--- config.mk ---
export PLATFORM = sky130hd
export DESIGN_NAME = socgen
export DESIGN_NICKNAME = d
export VERILOG_FILES = /design/src/rtl/socgen_pkg.sv /design/src/rtl/soc_evt_pick.sv /design/src/rtl/soc_chan.sv /design/src/rtl/socgen.sv
export SDC_FILE = /design/constraint.sdc
export NUM_CORES = 1
export LEC_CHECK = 0
export ABC_AREA = 1
export BUFFER_PORTS_ARGS = -buffer_cell sky130_fd_sc_hd__buf_2
export CORE_MARGIN = 5
export CORE_UTILIZATION = 25
export CTS_BUF_LIST = sky130_fd_sc_hd__clkbuf_16
export CTS_CLUSTER_DIAMETER = 120
export DETAILED_ROUTE_END_ITERATION = 10
export PLACE_DENSITY = 0.5
export SLEW_MARGIN = 20
export SYNTH_ARGS = -nofsm -noshare
export SYNTH_HDL_FRONTEND = slang
export SYNTH_SLANG_ARGS = --single-unit
export TNS_END_PERCENT = 50
--- constraint.sdc ---
create_clock -name clk -period 3.6 [get_ports clk]
set_clock_uncertainty 0.05 [all_clocks]
set_input_delay 0.72 -clock clk [delete_from_list [all_inputs] [get_ports clk]]
set_output_delay 0.72 -clock clk [all_outputs]
set_load 0.02 [all_outputs]
--- src/rtl/socgen_pkg.sv ---
// Package socgen_pkg
// Shared constants and the event select encoding for the start-of-conversion
// pulser. Assumes a 12-bit event strobe vector with the bit map listed below.
package socgen_pkg;

    localparam int NUM_EVT = 12;
    localparam int SEL_W   = 4;

    // Event strobe bit positions inside tb_evt
    localparam int EB_ZERO = 0;
    localparam int EB_PRD  = 1;
    localparam int EB_OST  = 10;
    localparam int EB_CBC  = 11;

    // Select codes; 4..13 pick event bit (code - 2)
    typedef enum logic [SEL_W-1:0] {
        SEL_NONE = 4'd0,
        SEL_ZERO = 4'd1,
        SEL_PRD  = 4'd2,
        SEL_ZP   = 4'd3,
        SEL_AU   = 4'd4,
        SEL_AD   = 4'd5,
        SEL_BU   = 4'd6,
        SEL_BD   = 4'd7,
        SEL_CU   = 4'd8,
        SEL_CD   = 4'd9,
        SEL_DU   = 4'd10,
        SEL_DD   = 4'd11,
        SEL_OST  = 4'd12,
        SEL_CBC  = 4'd13,
        SEL_MIX  = 4'd14,
        SEL_OFF  = 4'd15
    } sel_e;

endpackage

--- src/rtl/soc_evt_pick.sv ---
// Module soc_evt_pick
// Turns a channel's select code into a single event hit for this cycle.
// Assumes event strobes are already synchronous one-cycle pulses. When
// HAS_MIX is 0, the mix code selects nothing and the mask is unused.
module soc_evt_pick
    import socgen_pkg::*;
#(
    parameter bit HAS_MIX = 1'b1
) (
    input  logic [NUM_EVT-1:0] evt,
    input  logic [SEL_W-1:0]   sel,
    input  logic [NUM_EVT-1:0] mix_mask,
    output logic               hit
);

    logic mix_hit;

    // Mix source: OR of the masked strobes, present only when HAS_MIX is set
    generate
        if (HAS_MIX) begin : g_mix
            assign mix_hit = |(evt & mix_mask);
        end else begin : g_nomix
            logic unused_mask;
            assign unused_mask = |mix_mask;
            assign mix_hit     = 1'b0;
        end
    endgenerate

    // Decode the select code into one event hit
    always_comb begin
        unique case (sel_e'(sel))
            SEL_NONE, SEL_OFF: hit = 1'b0;
            SEL_ZERO:          hit = evt[EB_ZERO];
            SEL_PRD:           hit = evt[EB_PRD];
            SEL_ZP:            hit = evt[EB_ZERO] | evt[EB_PRD];
            SEL_MIX:           hit = mix_hit;
            default:           hit = evt[sel - 4'd2];
        endcase
    end

    // with no mix path, the mix code can never produce a hit
    always_comb begin
        if (!HAS_MIX && sel == SEL_MIX)
            assert_no_mix_R9: assert (!hit);
    end

endmodule

--- src/rtl/soc_chan.sv ---
// Module soc_chan
// One prescaler channel. It counts selected events up to the period and fires
// a one-cycle pulse when the period is reached and the enable is high. It also
// keeps a sticky flag that a pulse sets and that the clear input resets.
// Assumes period 0 means off and that all inputs are synchronous to clk.
module soc_chan #(
    parameter int PW = 3
) (
    input  logic          clk,
    input  logic          rst_n,
    input  logic          hit,
    input  logic [PW-1:0] prd,
    input  logic          en,
    input  logic          clr,
    output logic          pulse,
    output logic          flag,
    output logic [PW-1:0] cnt
);

    logic          inc;
    logic [PW-1:0] nxt;
    logic          reach;
    logic          fire;

    // Next count, saturating at the period; decide whether to fire
    always_comb begin
        inc   = hit && (cnt < prd);
        nxt   = cnt + PW'(inc);
        reach = (prd != '0) && (nxt >= prd);
        fire  = reach && en;
    end

    // Counter and pulse registers
    always_ff @(posedge clk) begin
        if (!rst_n) begin
            cnt   <= '0;
            pulse <= 1'b0;
        end else begin
            pulse <= fire;
            if (prd == '0 || fire)
                cnt <= '0;
            else
                cnt <= nxt;
        end
    end

    // Sticky flag: a pulse wins over a clear in the same cycle
    always_ff @(posedge clk) begin
        if (!rst_n)
            flag <= 1'b0;
        else if (fire)
            flag <= 1'b1;
        else if (clr)
            flag <= 1'b0;
    end

    assert_cnt_zero_at_pulse_R2: assert property (@(posedge clk) disable iff (!rst_n)
        pulse |-> (cnt == '0));

    assert_one_cycle_R3: assert property (@(posedge clk) disable iff (!rst_n)
        (pulse && prd >= PW'(2)) |=> !pulse);

    assert_flag_with_pulse_R4: assert property (@(posedge clk) disable iff (!rst_n)
        pulse |-> flag);

    assert_flag_cleared_R5: assert property (@(posedge clk) disable iff (!rst_n)
        (clr && !fire) |=> !flag);

    assert_no_pulse_disabled_R6: assert property (@(posedge clk) disable iff (!rst_n)
        !en |=> !pulse);

    assert_off_when_zero_R7: assert property (@(posedge clk) disable iff (!rst_n)
        (prd == '0) |=> (cnt == '0 && !pulse));

endmodule

--- src/rtl/socgen.sv ---
// Module socgen
// Top of the start-of-conversion pulser. It builds four channels, or only A
// and B when FOUR_CH is 0. Every channel has its own event pick and its own
// prescaler. Only channels A and B have a mix path. Assumes event strobes are
// synchronous and last one cycle each.
module socgen
    import socgen_pkg::*;
#(
    parameter bit FOUR_CH = 1'b1,
    parameter int PW      = 3,
    localparam int NCH    = FOUR_CH ? 4 : 2
) (
    input  logic                 clk,
    input  logic                 rst_n,
    input  logic [NUM_EVT-1:0]   tb_evt,
    input  logic [NCH*SEL_W-1:0] ch_sel,
    input  logic [NCH*PW-1:0]    ch_prd,
    input  logic [NCH-1:0]       ch_en,
    input  logic [NCH-1:0]       ch_clr,
    input  logic [NUM_EVT-1:0]   mix_mask_a,
    input  logic [NUM_EVT-1:0]   mix_mask_b,
    output logic [NCH-1:0]       soc_pulse,
    output logic [NCH-1:0]       soc_flag,
    output logic [NCH*PW-1:0]    soc_cnt
);

    logic [NCH-1:0] hit;

    // One event pick and one prescaler per channel
    generate
        for (genvar c = 0; c < NCH; c++) begin : g_ch
            localparam bit C_MIX = (c < 2);
            logic [NUM_EVT-1:0] mask;

            // Channel A uses mask A, channel B mask B, others none
            if (c == 0) begin : g_ma
                assign mask = mix_mask_a;
            end else if (c == 1) begin : g_mb
                assign mask = mix_mask_b;
            end else begin : g_mn
                assign mask = '0;
            end

            soc_evt_pick #(.HAS_MIX(C_MIX)) u_pick (
                .evt      (tb_evt),
                .sel      (ch_sel[c*SEL_W +: SEL_W]),
                .mix_mask (mask),
                .hit      (hit[c])
            );

            soc_chan #(.PW(PW)) u_chan (
                .clk   (clk),
                .rst_n (rst_n),
                .hit   (hit[c]),
                .prd   (ch_prd[c*PW +: PW]),
                .en    (ch_en[c]),
                .clr   (ch_clr[c]),
                .pulse (soc_pulse[c]),
                .flag  (soc_flag[c]),
                .cnt   (soc_cnt[c*PW +: PW])
            );
        end
    endgenerate

    assert_reset_quiet_R1: assert property (@(posedge clk)
        !rst_n |=> (soc_pulse == '0 && soc_flag == '0 && soc_cnt == '0));

endmodule

* Word level (Yosys, flattened, before mapping)
Index checks and enable logic that the tools add are counted.
Widths: inputs -> output; s select.
** Word-level totals
- Flip-flop bits (word level) :: 20
- Input port bits :: 74
- Output and inout bits :: 20
- Logic and storage cells :: 118
** Operators by class
- Add/subtract/negate cells :: 8
- $lt $le $gt $ge :: 12
- Eq/ne operators :: 20
- Mux-type cells :: 20
- Bitwise operators :: 4
- Reductions and logical operators :: 42
** Operators by type and width (number)
- $eq 4x2->1 const B :: 8
- $eq 4x4->1 const B :: 8
- $and 12x12->12 :: 2
- $reduce_or 12->1 :: 2
- $lt 4x5->1 const B :: 4
- $bmux 1 s4 :: 4
- $eq 4x1->1 const B :: 4
- $logic_not 4->1 :: 4
- $sub 4x2->4 const B :: 4
- $add 3x1->3 :: 4
- $ge 3x3->1 :: 4
- $logic_and 1x1->1 :: 12
- $logic_not 3->1 :: 4
- $lt 3x3->1 :: 4
- $mux 1 :: 12
- $reduce_bool 3->1 :: 4
- $reduce_or 2->1 :: 6
- $pmux 1 s5 :: 2
- $pmux 1 s4 :: 2
- $reduce_bool 2->1 :: 4
- $reduce_or 3->1 :: 2
- $logic_or 1x1->1 :: 4
- $not 1->1 :: 1
- $or 1x1->1 :: 1

* Logic depth before layout (Yosys ltp)
- Word-level depth :: 11
- Gate-level depth with buffers :: 19
- Mapped depth without buffers :: 19

* By module
From an unflattened synthesis, not the netlist that was laid out.
** Unflattened totals
- Cell total of the unflattened synthesis :: 463
- Area, all modules :: 2688.8 µm²
** Modules (own cells, without submodules)
- soc_chan :: instances 4, cells an instance 44, area each 341.6 µm², seq. area each 100.1 µm²
- soc_evt_pick at g_ch[0].u_pick ... :: instances 2, cells an instance 79, area each 361.6 µm², seq. area each 0.0 µm²
- soc_evt_pick at g_ch[2].u_pick ... :: instances 2, cells an instance 64, area each 297.8 µm², seq. area each 0.0 µm²
- socgen :: instances 1, cells an instance 1, area each 3.8 µm², seq. area each 0.0 µm²

* Worst setup path after synthesis
Ideal clock, no wire load.
- Path kind :: in2reg
- Start point :: input port ch_sel[1]
- End point :: register g_ch[0].u_chan.cnt[2]
- Setup time :: 0.119 ns
- Arrival time :: 2.931 ns
- Required time :: 3.431 ns
- Setup slack :: 0.500 ns
- Cell stages on the path :: 19
- Buffers on the path :: 1
- Path through :: buf_2 inv_1 ha_1 inv_1 a21oi_1 nand4_1 nand3_1 nand2_1 a21oi_1 ha_1 ha_1 xnor2_1 inv_1 ha_1 nand2_1 o211ai_1 nand3_1 nand3_1 nor2_1
** On the way
- Cells in the longest elaborated chain, start to end :: 11
- Elaborated cells on any way between the ends :: 18
- Those cells by class :: add/sub (2); order compare (1); eq/ne (5); mux (3); reduce/logical (7)
** Ends and longest elaborated chain
- start, declared :: line socgen.sv:16 : input logic [NCH*SEL_W-1:0] ch_sel,
- $sub 4x2->4 :: line soc_evt_pick.sv:37 : default: hit = evt[sel - 4'd2];
- $bmux 1 s4 :: line soc_evt_pick.sv:37
- $mux 1 (not written as such) :: line soc_evt_pick.sv:37
- $pmux 1 s5 * :: line soc_evt_pick.sv:31 : unique case (sel_e'(sel))
- $logic_and 1x1->1 * :: line soc_chan.sv:27 : inc = hit && (cnt < prd);
- $add 3x1->3 * :: line soc_chan.sv:28 : nxt = cnt + PW'(inc);
- via g_ch[0].u_chan.nxt[2] :: line soc_chan.sv:21 : logic [PW-1:0] nxt;
- $ge 3x3->1 :: line soc_chan.sv:29 : reach = (prd != '0) && (nxt >= prd);
- $logic_and 1x1->1 :: line soc_chan.sv:29
- $logic_and 1x1->1 :: line soc_chan.sv:30 : fire = reach && en;
- $logic_or 1x1->1 :: line soc_chan.sv:40 : if (prd == '0 || fire)
- $reduce_or 2->1 (no line)
- end signal, assigned :: line soc_chan.sv:43 : cnt <= nxt;
- end, declared :: line soc_chan.sv:17 : output logic [PW-1:0] cnt
The timed path passes the listed nets; every way through them passes the cells marked *. The select of a mux whose other input is x is not followed.
A chain may end at the register's enable or synchronous reset.

* Worst setup path in the final report
- Start point :: input port ch_sel[13]
- End point :: register g_ch[3].u_chan.cnt[0]
** On the way
- Cells in the longest elaborated chain, start to end :: 11
- Elaborated cells on any way between the ends :: 18
- Those cells by class :: add/sub (2); order compare (1); eq/ne (5); mux (3); reduce/logical (7)
** Ends and longest elaborated chain (line)
- $sub 4x2->4 :: soc_evt_pick.sv:37
- $bmux 1 s4 :: soc_evt_pick.sv:37
- $mux 1 (not written as such) :: soc_evt_pick.sv:37
- $pmux 1 s4 * :: soc_evt_pick.sv:31
- $logic_and 1x1->1 * :: soc_chan.sv:27
- $add 3x1->3 * :: soc_chan.sv:28
- via g_ch[3].u_chan.nxt[2] :: soc_chan.sv:21
- $ge 3x3->1 * :: soc_chan.sv:29
- $logic_and 1x1->1 * :: soc_chan.sv:29
- $logic_and 1x1->1 * :: soc_chan.sv:30
- $logic_or 1x1->1 * :: soc_chan.sv:40
- $reduce_or 2->1 (no line) *
- end signal, assigned :: soc_chan.sv:43
- end, declared :: soc_chan.sv:17
Marks and branches as above.

==> impl_metrics.env <==
export IMPL_status="finished, final reports clean"
export IMPL_layout_common_cells="nand2_1 (98), buf_2 (93), inv_1 (56)"
export IMPL_ys_types=23
export IMPL_grt_pass1_vias=2563
export IMPL_arrival_ps=3300
export IMPL_cts_tree="done"
export IMPL_r2r_start="g_ch[3].u_chan.cnt[2]"
export IMPL_power_uw=849
export IMPL_synthesis_area_sq_um=2390
export IMPL_maxCapViolCount=0
export IMPL_hp_class="register to register"
export IMPL_slew_violations=0
export IMPL_cts_setup_buffers=0
export IMPL_clk_latency_ps=250
export IMPL_design_core_area_sq_um=9280
export IMPL_layout_commonest_cell="nand2_1"
export IMPL_avgSynthCellArea_sq_um=6.04
export IMPL_clock_sinks=20
export IMPL_min_to="g_ch[3].u_chan.flag"
export IMPL_ios=94
export IMPL_grt_first_pass_wirelength_microns=11800
export IMPL_timing_rr_end="g_ch[3].u_chan.cnt[0]"
export IMPL_numCtsBuffers=3
export IMPL_ctsHoldBuffers=0
export IMPL_die_width_microns=108
export IMPL_p_per_area_nw_per_um2=283
export IMPL_wl_per_cell_microns=11.9
export IMPL_n_antenna_cell=0
export IMPL_start_util_pct=25.8
export IMPL_netlist_instances=396
export IMPL_ys_ff_latch=20
export IMPL_fillers=1059
export IMPL_hold_depth=2
export IMPL_drc=0
export IMPL_dp_slack_ps=114
export IMPL_wl_microns=7210
export IMPL_grt_start_max_net_pins=14
export IMPL_rr_worst_depth=15
export IMPL_io_buffer_count=93
export IMPL_dr_pass1_iters=5
export IMPL_hold_start="g_ch[3].u_chan.flag"
export IMPL_clk_pin_slew_ps=50
export IMPL_totalNegativeSetupSlack_ps=0
export IMPL_grtUsageTotal_pct=12.3
export IMPL_setup_violations_final=0
export IMPL_clockRootBuffer="clkbuf_16"
export IMPL_routabilityCongestion=0.822
export IMPL_period_share_pct=87.9
export IMPL_dieArea_sq_um=11600
export IMPL_required_ps=3740
export IMPL_reg2reg_slack_ps=980
export IMPL_end_kind="register"
export IMPL_syn_nets=506
export IMPL_yosysSeqAreaShare_pct=16.7
export IMPL_power_leakage_nw=1.75
export IMPL_dieHeight_microns=108
export IMPL_ant_nets=0
export IMPL_antenna_found_initial=0
export IMPL_place_hpwl_microns=6150
export IMPL_htree_levels=1
export IMPL_layout_drive_gt1_share_pct=22.0
export IMPL_critPathLaunchType="primary input"
export IMPL_drt_initial_drc_count=102
export IMPL_worst_path_max_fanout=7
export IMPL_final_min_clock_period_ps=3170
export IMPL_detail_route_vias_per_cell=4.38
export IMPL_fmax_ghz=0.316
export IMPL_peakVddDrop_uv=153
export IMPL_critPathKind="primary input to register"
export IMPL_hold_violations=0
export IMPL_max_slew_margin_pct=76.8
export IMPL_layout_setup_ws_ps=434
export IMPL_tightest_slew_ps=345
export IMPL_grt_setup_unrepaired="no"
export IMPL_synthToLayoutAreaGrowth_pct=25.6
export IMPL_vias=2660
export IMPL_num_rows=35
export IMPL_grt_overflow_total=0
export IMPL_nets=590
export IMPL_ys_warn_count=0
export IMPL_clockBufferDepth=2
## metrics by stage
step	hold slack (ps)	instance area [sq um]	cells	utilization [%]
floorplan	394	2390	396	-
global placement	397	2920	604	31.5
detailed placement	406	2920	604	31.5
CTS	414	3000	607	32.3
global route	438	3000	607	32.4
finish	408	3000	607	32.4
## critical path, cell delays in order
cell	delay (ps)
buf_2	160
inv_1	120
ha_1	320
inv_1	80
a21oi_1	40
nand3_1	100
nand3_1	70
nand2_1	90
a21oi_1	70
ha_1	180
ha_1	180
xnor2_1	190
inv_1	60
ha_1	300
a21oi_1	150
o211ai_1	100
nand3_1	120
nand3_1	140
nor2_1	110
## layer usage
layer / track usage [%] / routed length [microns]
met3: 1.62 / 289
met4: 1.71 / 32
met2: 23.4 / 3690
met1: 14.8 / 3190
met5: 0 / 0
## cells by family (layout without fill, tap and decap cells)
| group | count (synthesis) | count (layout) | share of synthesized area, % |
|---|---|---|---|
| fa+ha+maj | 36 | 36 | 18.8 |
| xor+xnor | 8 | 8 | 2.93 |
| compound gates | 57 | 57 | 13.4 |
| buf+inv | 74 | 156 | 13.4 |
| flops | 20 | 20 | 16.7 |
| simple gates | 201 | 201 | 34.7 |
## power breakdown
group	internal (mW)	total, mW	switching (mW)
sequential	0.244	0.259	0.0148
combinational	0.146	0.365	0.219
clock	0.146	0.225	0.0787
## cells in the mapped netlist
library cell  number  area share, %
ha_1              36             19
nand4_1            4            1.0
inv_2              4           0.63
o31ai_1            1           0.31
o21a_1             1           0.31
xor2_1             2           0.73
o22ai_1            3           0.78
a21oi_2            2           0.73
o21ai_2            1           0.37
nor2_1            47            7.4
o211ai_1           6            1.9
nor3_1             2           0.42
buf_2              4           0.84
nand3_1           49             10
xnor2_1            6            2.2
inv_1             56            8.8
nand2_1           98             15
buf_4             10            3.1
o21ai_1            3           0.63
a21oi_1           32            6.7
nand2_2            1           0.26
dfxtp_1           20             17
o21ai_0            8            1.7
## how the worst max path moves through the flow
| stage | end | slack (ps) | start | depth (start not counted) |
|---|---|---|---|---|
| floorplan | g_ch[0].u_chan.cnt[2] | 500 | ch_sel[1] | 19 |
| global placement | g_ch[0].u_chan.cnt[0] | 130 | ch_sel[1] | 19 |
| detailed placement | g_ch[0].u_chan.cnt[0] | 110 | ch_sel[1] | 19 |
| CTS | g_ch[0].u_chan.cnt[0] | 370 | ch_sel[1] | 19 |
| global route | g_ch[0].u_chan.cnt[0] | 0.5 | ch_sel[1] | 19 |
| finish | g_ch[3].u_chan.cnt[0] | 430 | ch_sel[13] | 19 |
## state kept, by name (all words and copies together), names as in the netlist
name and cells:
g_ch.u_chan.pulse 4, g_ch.u_chan.cnt 12, g_ch.u_chan.flag 4
## timing repair
item | in CTS | in global routing
setup endpoints to repair | 0 | 3
resized for setup | 0 | 1
hold endpoints to repair | 0 | 0
## area by class of cell
class                   count  area, sq um  area share [%]
flip-flops and latches     20          400            13.3
multi-input cells         302         1680            55.8
repair buffers             93          465            15.5
inverters                  60          225            7.50
clock buffers               3         75.1            2.50
well taps                 129          161            5.37
Note: power is estimated with default switching activity, not from simulation.
